<file path="config.mk">
export PLATFORM = sky130hd
export DESIGN_NAME = bnpc_unit
export DESIGN_NICKNAME = d
export VERILOG_FILES = /design/src/rtl/bnpc_pkg.sv /design/src/rtl/bnpc_cmp.sv /design/src/rtl/bnpc_addr.sv /design/src/rtl/bnpc_sel.sv /design/src/rtl/bnpc_unit.sv
export SDC_FILE = /design/constraint.sdc
export NUM_CORES = 1
export LEC_CHECK = 0
export BUFFER_PORTS_ARGS = -buffer_cell sky130_fd_sc_hd__buf_2
export CAP_MARGIN = 20
export CORE_MARGIN = 5
export CORE_UTILIZATION = 40
export DETAILED_ROUTE_END_ITERATION = 16
export PLACE_DENSITY = 0.73
export SKIP_LAST_GASP = 1
export SYNTH_ARGS = -nofsm -noshare
export SYNTH_HDL_FRONTEND = slang
export SYNTH_SLANG_ARGS = --single-unit
export TNS_END_PERCENT = 50
</file>
<file path="constraint.sdc">
create_clock -name vclk -period 3.05
set_clock_uncertainty 0.1 [all_clocks]
set_input_delay 0.1525 -clock vclk [all_inputs]
set_output_delay 0.1525 -clock vclk [all_outputs]
set_load 0.03 [all_outputs]
</file>
<file path="src/rtl/bnpc_pkg.sv">
package bnpc_pkg;

  typedef enum logic [1:0] {
    FLOW_SEQ    = 2'b00,
    FLOW_BRANCH = 2'b01,
    FLOW_JAL    = 2'b10,
    FLOW_JALR   = 2'b11
  } flow_e;

  localparam logic [2:0] COND_EQ  = 3'b000;
  localparam logic [2:0] COND_NE  = 3'b001;
  localparam logic [2:0] COND_RS2 = 3'b010;
  localparam logic [2:0] COND_RS3 = 3'b011;
  localparam logic [2:0] COND_LT  = 3'b100;
  localparam logic [2:0] COND_GE  = 3'b101;
  localparam logic [2:0] COND_LTU = 3'b110;
  localparam logic [2:0] COND_GEU = 3'b111;

endpackage

</file>
<file path="src/rtl/bnpc_cmp.sv">
module bnpc_cmp #(
  parameter int XLEN = 32
) (
  input  logic [XLEN-1:0] a_i,
  input  logic [XLEN-1:0] b_i,
  input  logic [2:0]      cond_i,
  output logic            hit_o
);
  import bnpc_pkg::*;

  localparam int MSB = XLEN - 1;

  logic eq_w;
  logic lt_u_w;
  logic lt_s_w;

  // Unsigned less-than via the borrow of a widened subtraction.
  function automatic logic f_borrow(input logic [XLEN-1:0] x, input logic [XLEN-1:0] y);
    logic [XLEN:0] diff;
    diff = {1'b0, x} - {1'b0, y};
    return diff[XLEN];
  endfunction

  // Signed less-than: signs differ -> x negative wins; else unsigned order.
  function automatic logic f_less_signed(input logic [XLEN-1:0] x, input logic [XLEN-1:0] y);
    if (x[MSB] != y[MSB]) return x[MSB];
    return f_borrow(x, y);
  endfunction

  assign eq_w   = (a_i == b_i);
  assign lt_u_w = f_borrow(a_i, b_i);
  assign lt_s_w = f_less_signed(a_i, b_i);

  always_comb begin
    unique case (cond_i)
      COND_EQ:  hit_o = eq_w;
      COND_NE:  hit_o = ~eq_w;
      COND_LT:  hit_o = lt_s_w;
      COND_GE:  hit_o = ~lt_s_w;
      COND_LTU: hit_o = lt_u_w;
      COND_GEU: hit_o = ~lt_u_w;
      COND_RS2,
      COND_RS3: hit_o = 1'b0;
      default:  hit_o = 1'b0;
    endcase
  end

endmodule

</file>
<file path="src/rtl/bnpc_addr.sv">
module bnpc_addr #(
  parameter int XLEN = 32,
  parameter int STEP = 4
) (
  input  logic [XLEN-1:0] pc_i,
  input  logic [XLEN-1:0] base_i,
  input  logic [XLEN-1:0] imm_i,
  output logic [XLEN-1:0] seq_o,
  output logic [XLEN-1:0] rel_o,
  output logic [XLEN-1:0] ind_o
);

  localparam logic [XLEN-1:0] STEP_V = XLEN'(STEP);

  // Modulo-2^XLEN sum; carry out is dropped.
  function automatic logic [XLEN-1:0] f_wrap_add(input logic [XLEN-1:0] x, input logic [XLEN-1:0] y);
    return x + y;
  endfunction

  // Register-jump target: sum with bit 0 cleared.
  function automatic logic [XLEN-1:0] f_even(input logic [XLEN-1:0] x);
    return {x[XLEN-1:1], 1'b0};
  endfunction

  logic [XLEN-1:0] ind_raw_w;

  assign seq_o     = f_wrap_add(pc_i, STEP_V);
  assign rel_o     = f_wrap_add(pc_i, imm_i);
  assign ind_raw_w = f_wrap_add(base_i, imm_i);
  assign ind_o     = f_even(ind_raw_w);

endmodule

</file>
<file path="src/rtl/bnpc_sel.sv">
module bnpc_sel #(
  parameter int XLEN = 32
) (
  input  logic [1:0]      flow_i,
  input  logic            hit_i,
  input  logic [XLEN-1:0] seq_i,
  input  logic [XLEN-1:0] rel_i,
  input  logic [XLEN-1:0] ind_i,
  output logic            use_rel_o,
  output logic [XLEN-1:0] next_o
);
  import bnpc_pkg::*;

  flow_e flow_w;
  assign flow_w = flow_e'(flow_i);

  assign use_rel_o = (flow_w == FLOW_JAL) || ((flow_w == FLOW_BRANCH) && hit_i);

  always_comb begin
    if (flow_w == FLOW_JALR) next_o = ind_i;
    else if (use_rel_o)      next_o = rel_i;
    else                     next_o = seq_i;
  end

endmodule

</file>
<file path="src/rtl/bnpc_unit.sv">
module bnpc_unit #(
  parameter int XLEN = 32,
  parameter int STEP = 4
) (
  input  logic [XLEN-1:0] pc_i,
  input  logic [XLEN-1:0] rs1_i,
  input  logic [XLEN-1:0] rs2_i,
  input  logic [XLEN-1:0] imm_i,
  input  logic [2:0]      funct3_i,
  input  logic [1:0]      flow_i,
  output logic [XLEN-1:0] next_pc_o,
  output logic [XLEN-1:0] link_o
);

  // Named internal events, brought out for the checker.
  logic            cond_hit;
  logic            take_rel;
  logic [XLEN-1:0] seq_addr;
  logic [XLEN-1:0] rel_addr;
  logic [XLEN-1:0] ind_addr;

  bnpc_cmp #(.XLEN(XLEN)) cmp_i (
    .a_i    (rs1_i),
    .b_i    (rs2_i),
    .cond_i (funct3_i),
    .hit_o  (cond_hit)
  );

  bnpc_addr #(.XLEN(XLEN), .STEP(STEP)) addr_i (
    .pc_i   (pc_i),
    .base_i (rs1_i),
    .imm_i  (imm_i),
    .seq_o  (seq_addr),
    .rel_o  (rel_addr),
    .ind_o  (ind_addr)
  );

  bnpc_sel #(.XLEN(XLEN)) sel_i (
    .flow_i    (flow_i),
    .hit_i     (cond_hit),
    .seq_i     (seq_addr),
    .rel_i     (rel_addr),
    .ind_i     (ind_addr),
    .use_rel_o (take_rel),
    .next_o    (next_pc_o)
  );

  assign link_o = seq_addr;

endmodule

</file>
==> impl_metrics.ini <==
[floorplanning]
start_util_pct = 40.81
rows = 41
core_area_um2 = 12620
ios = 197
fp.dieH_um = 123.5
design.die.area_um2 = 15240
die-width_um = 123.5

[drt]
dr_total_vias = 7252
drc = 0
wirelength_um = 21720
first_iter_violations = 531
routedWlPerCell_um = 17.29
viasPerCell = 5.774
postRouteAntennaNets = 0
first_pass_iters = 5

[setup_path]
crit_fanout = 5
crit_buf_inv = 6
crit_required_ps = 2800
crit_family = compound AO/OA/AOI/OAI gates
worstPathArrival_ps = 3120
crit_chain = buf_8 -> ha_4 -> nand3_4 -> buf_6 -> nor4_4 -> o21ai_2 -> a31oi_1 -> buf_4 -> a2111oi_4 -> or3_4 -> a41oi_4 -> buf_6 -> buf_4 -> o21ai_1 -> a31oi_4 -> buf_6
crit_type = input pin to output pin
start_kind = input pin
critPathMaxStageDelay_ps = 400
cpMostUsedCell = buf_6
slowest_stage = or3_4
end_kind = output pin

[finish]
n_clock_buffer = 0
utilization_pct = 64.71
fill_cells = 1141
multi_input_area_um2 = 5429
seq_area_um2 = 0
drive_gt1_share_pct = 38.19
design_area_um2 = 8167
diodes = 0
area_growth_syn_to_layout_pct = 58.58
fin_nets = 1315
nFlopsAndLatches = 0
final_cells = 1256

[global_route]
grtUsageTotal_pct = 26.60
grt_overflow = 0
grt_pass1_wl_um = 33020
grt_max_degree = 41
grt_pass1_vias = 6963
antenna_found_initial = 1

[power_and_ir_drop]
power.density_nw_per_um2 = 229.9
power.share.clock_pct = 0
p_int_uw = 839.6
swShare_pct = 55.28
power_mw = 1.878
power.leakage_nw = 3.974
p_comb_share_pct = 100.0
peakVddDrop_uv = 123.2
seq_power_share_pct = 0
p_sw_mw = 1.038

[placed_design]
portBuffers = 197
dp_hpwl_um = 17560
dp.cells = 1245
placedInstanceArea_um2 = 7550
dpl_worst_slack_ps = -911.8
place.gp.congestion = 0.9486

[timing]
fin_ws_ps = -319.4
period_share_pct = 110.5
drv_slew = 0
fin_crit_ps = 3369
tightest_slew_ps = 1053
finalSetupViolCount = 32
hold_viol = 0
timing.hold.ws_ps = 506.4
fmax_mhz = 296.8
slew_headroom_pct = 29.83
rsz0062_at_grt = true
finalSetupTns_ps = -8088

[yosys]
yosys-top-cells-area = ha_1, xnor2_1, a21oi_1
ys_warn_count = 0
synthCells = 761
syn-cell-area_um2 = 5150
yosys.area.top_type = ha_1
syn-num-nets = 990
ys_seq_area_share_pct = 0
synth.top_cell.area_share_pct = 22.84
synth_cell_types = 61
syn_area_per_cell_um2 = 6.767

[min_path]
holdCritPathClass = input pin to output pin

[run_status]
violations = negative setup slack
status = finished, violations left

[flow_run]
max_cap_viol_count = 0
==> logic make-up (layout without fill, tap and decap cells) <==
kind of cell / Yosys count / after routing / share of synthesized area, %
adders and majority gates: 96 / 96 / 23.62
AOI/OAI and AO/OA: 279 / 279 / 35.08
buffers and inverters: 74 / 397 / 5.709
muxes: 5 / 5 / 0.9719
xor gates and xnor gates: 61 / 61 / 10.37
and+or+nand+nor: 246 / 246 / 24.25
==> layout by cell type (no fill, tap or decap), types with 7 or more instances in the layout <==
cell and n:
a211oi_1 9, a21o_1 33, a21oi_1 70, a31oi_1 12
a31oi_4 7, and4_1 7, buf_2 169, buf_4 143
buf_6 27, ha_1 85, ha_4 9, inv_1 49
nand2_1 47, nand2b_1 12, nand3_1 38, nand4_1 24
nor2_1 52, nor3_1 14, o21a_1 15, o21ai_0 37
o21ai_1 14, or3_1 16, xnor2_1 45, xor2_1 16
==> power by group through the flow <==
stage | clock network (mW) | registers (mW) | logic (mW)
floorplan | 0 | 0 | 1.06
global placement | 0 | 0 | 1.66
detailed placement | 0 | 0 | 1.67
CTS | 0 | 0 | 1.81
global route | 0 | 0 | 2.02
finish | 0 | 0 | 1.88
==> synthesized netlist by cell type (5+ instances only) <==
library cell and n:
o21ai_0 37, or3_1 16, clkbuf_1 13, inv_1 53, nor2b_1 5, and3_1 6
xor2_1 16, a21o_1 33, a211oi_1 12, o31ai_1 7, mux2i_1 5, nand4_1 24
nor3_1 17, o211ai_1 5, o31a_1 6, nand2b_1 13, nand3_1 40, and4_1 7
xnor2_1 45, o21a_1 15, a22oi_1 7, nand2_1 48, o21ai_1 21, a21boi_0 6
nor2_1 52, a21oi_1 76, a31oi_1 21, ha_1 94
==> final timing paths <==
| kind | start | endpoint | slack [ps] | depth (start not counted) |
|---|---|---|---|---|
| worst min-delay path | pc_i[0] | link_o[0] | 510 | 2 |
| worst max-delay path | rs1_i[12] | next_pc_o[19] | -320 | 16 |
==> final cells by class <==
cell class | count | share of cell area (%)
Timing Repair Buffer | 344 | 28.39
Tap cell | 172 | 2.635
Inverter | 53 | 2.497
Multi-Input combinational cell | 687 | 66.48
==> routing by layer <==
layer | part of all wire (%) | global-route usage, %
met4 | 3.3 | 8.512
met2 | 47 | 46.52
met1 | 42 | 34.62
met5 | 0.032 | 0
met3 | 7.1 | 1.921
==> timing repair <==
item	4_1_cts	5_1_grt
setup endpoints to repair	32	32
pin swaps	32	21
resized for setup	85	28
hold buffers	0	0
buffers inserted	10	2
Note: power is estimated with default switching activity, not from simulation.
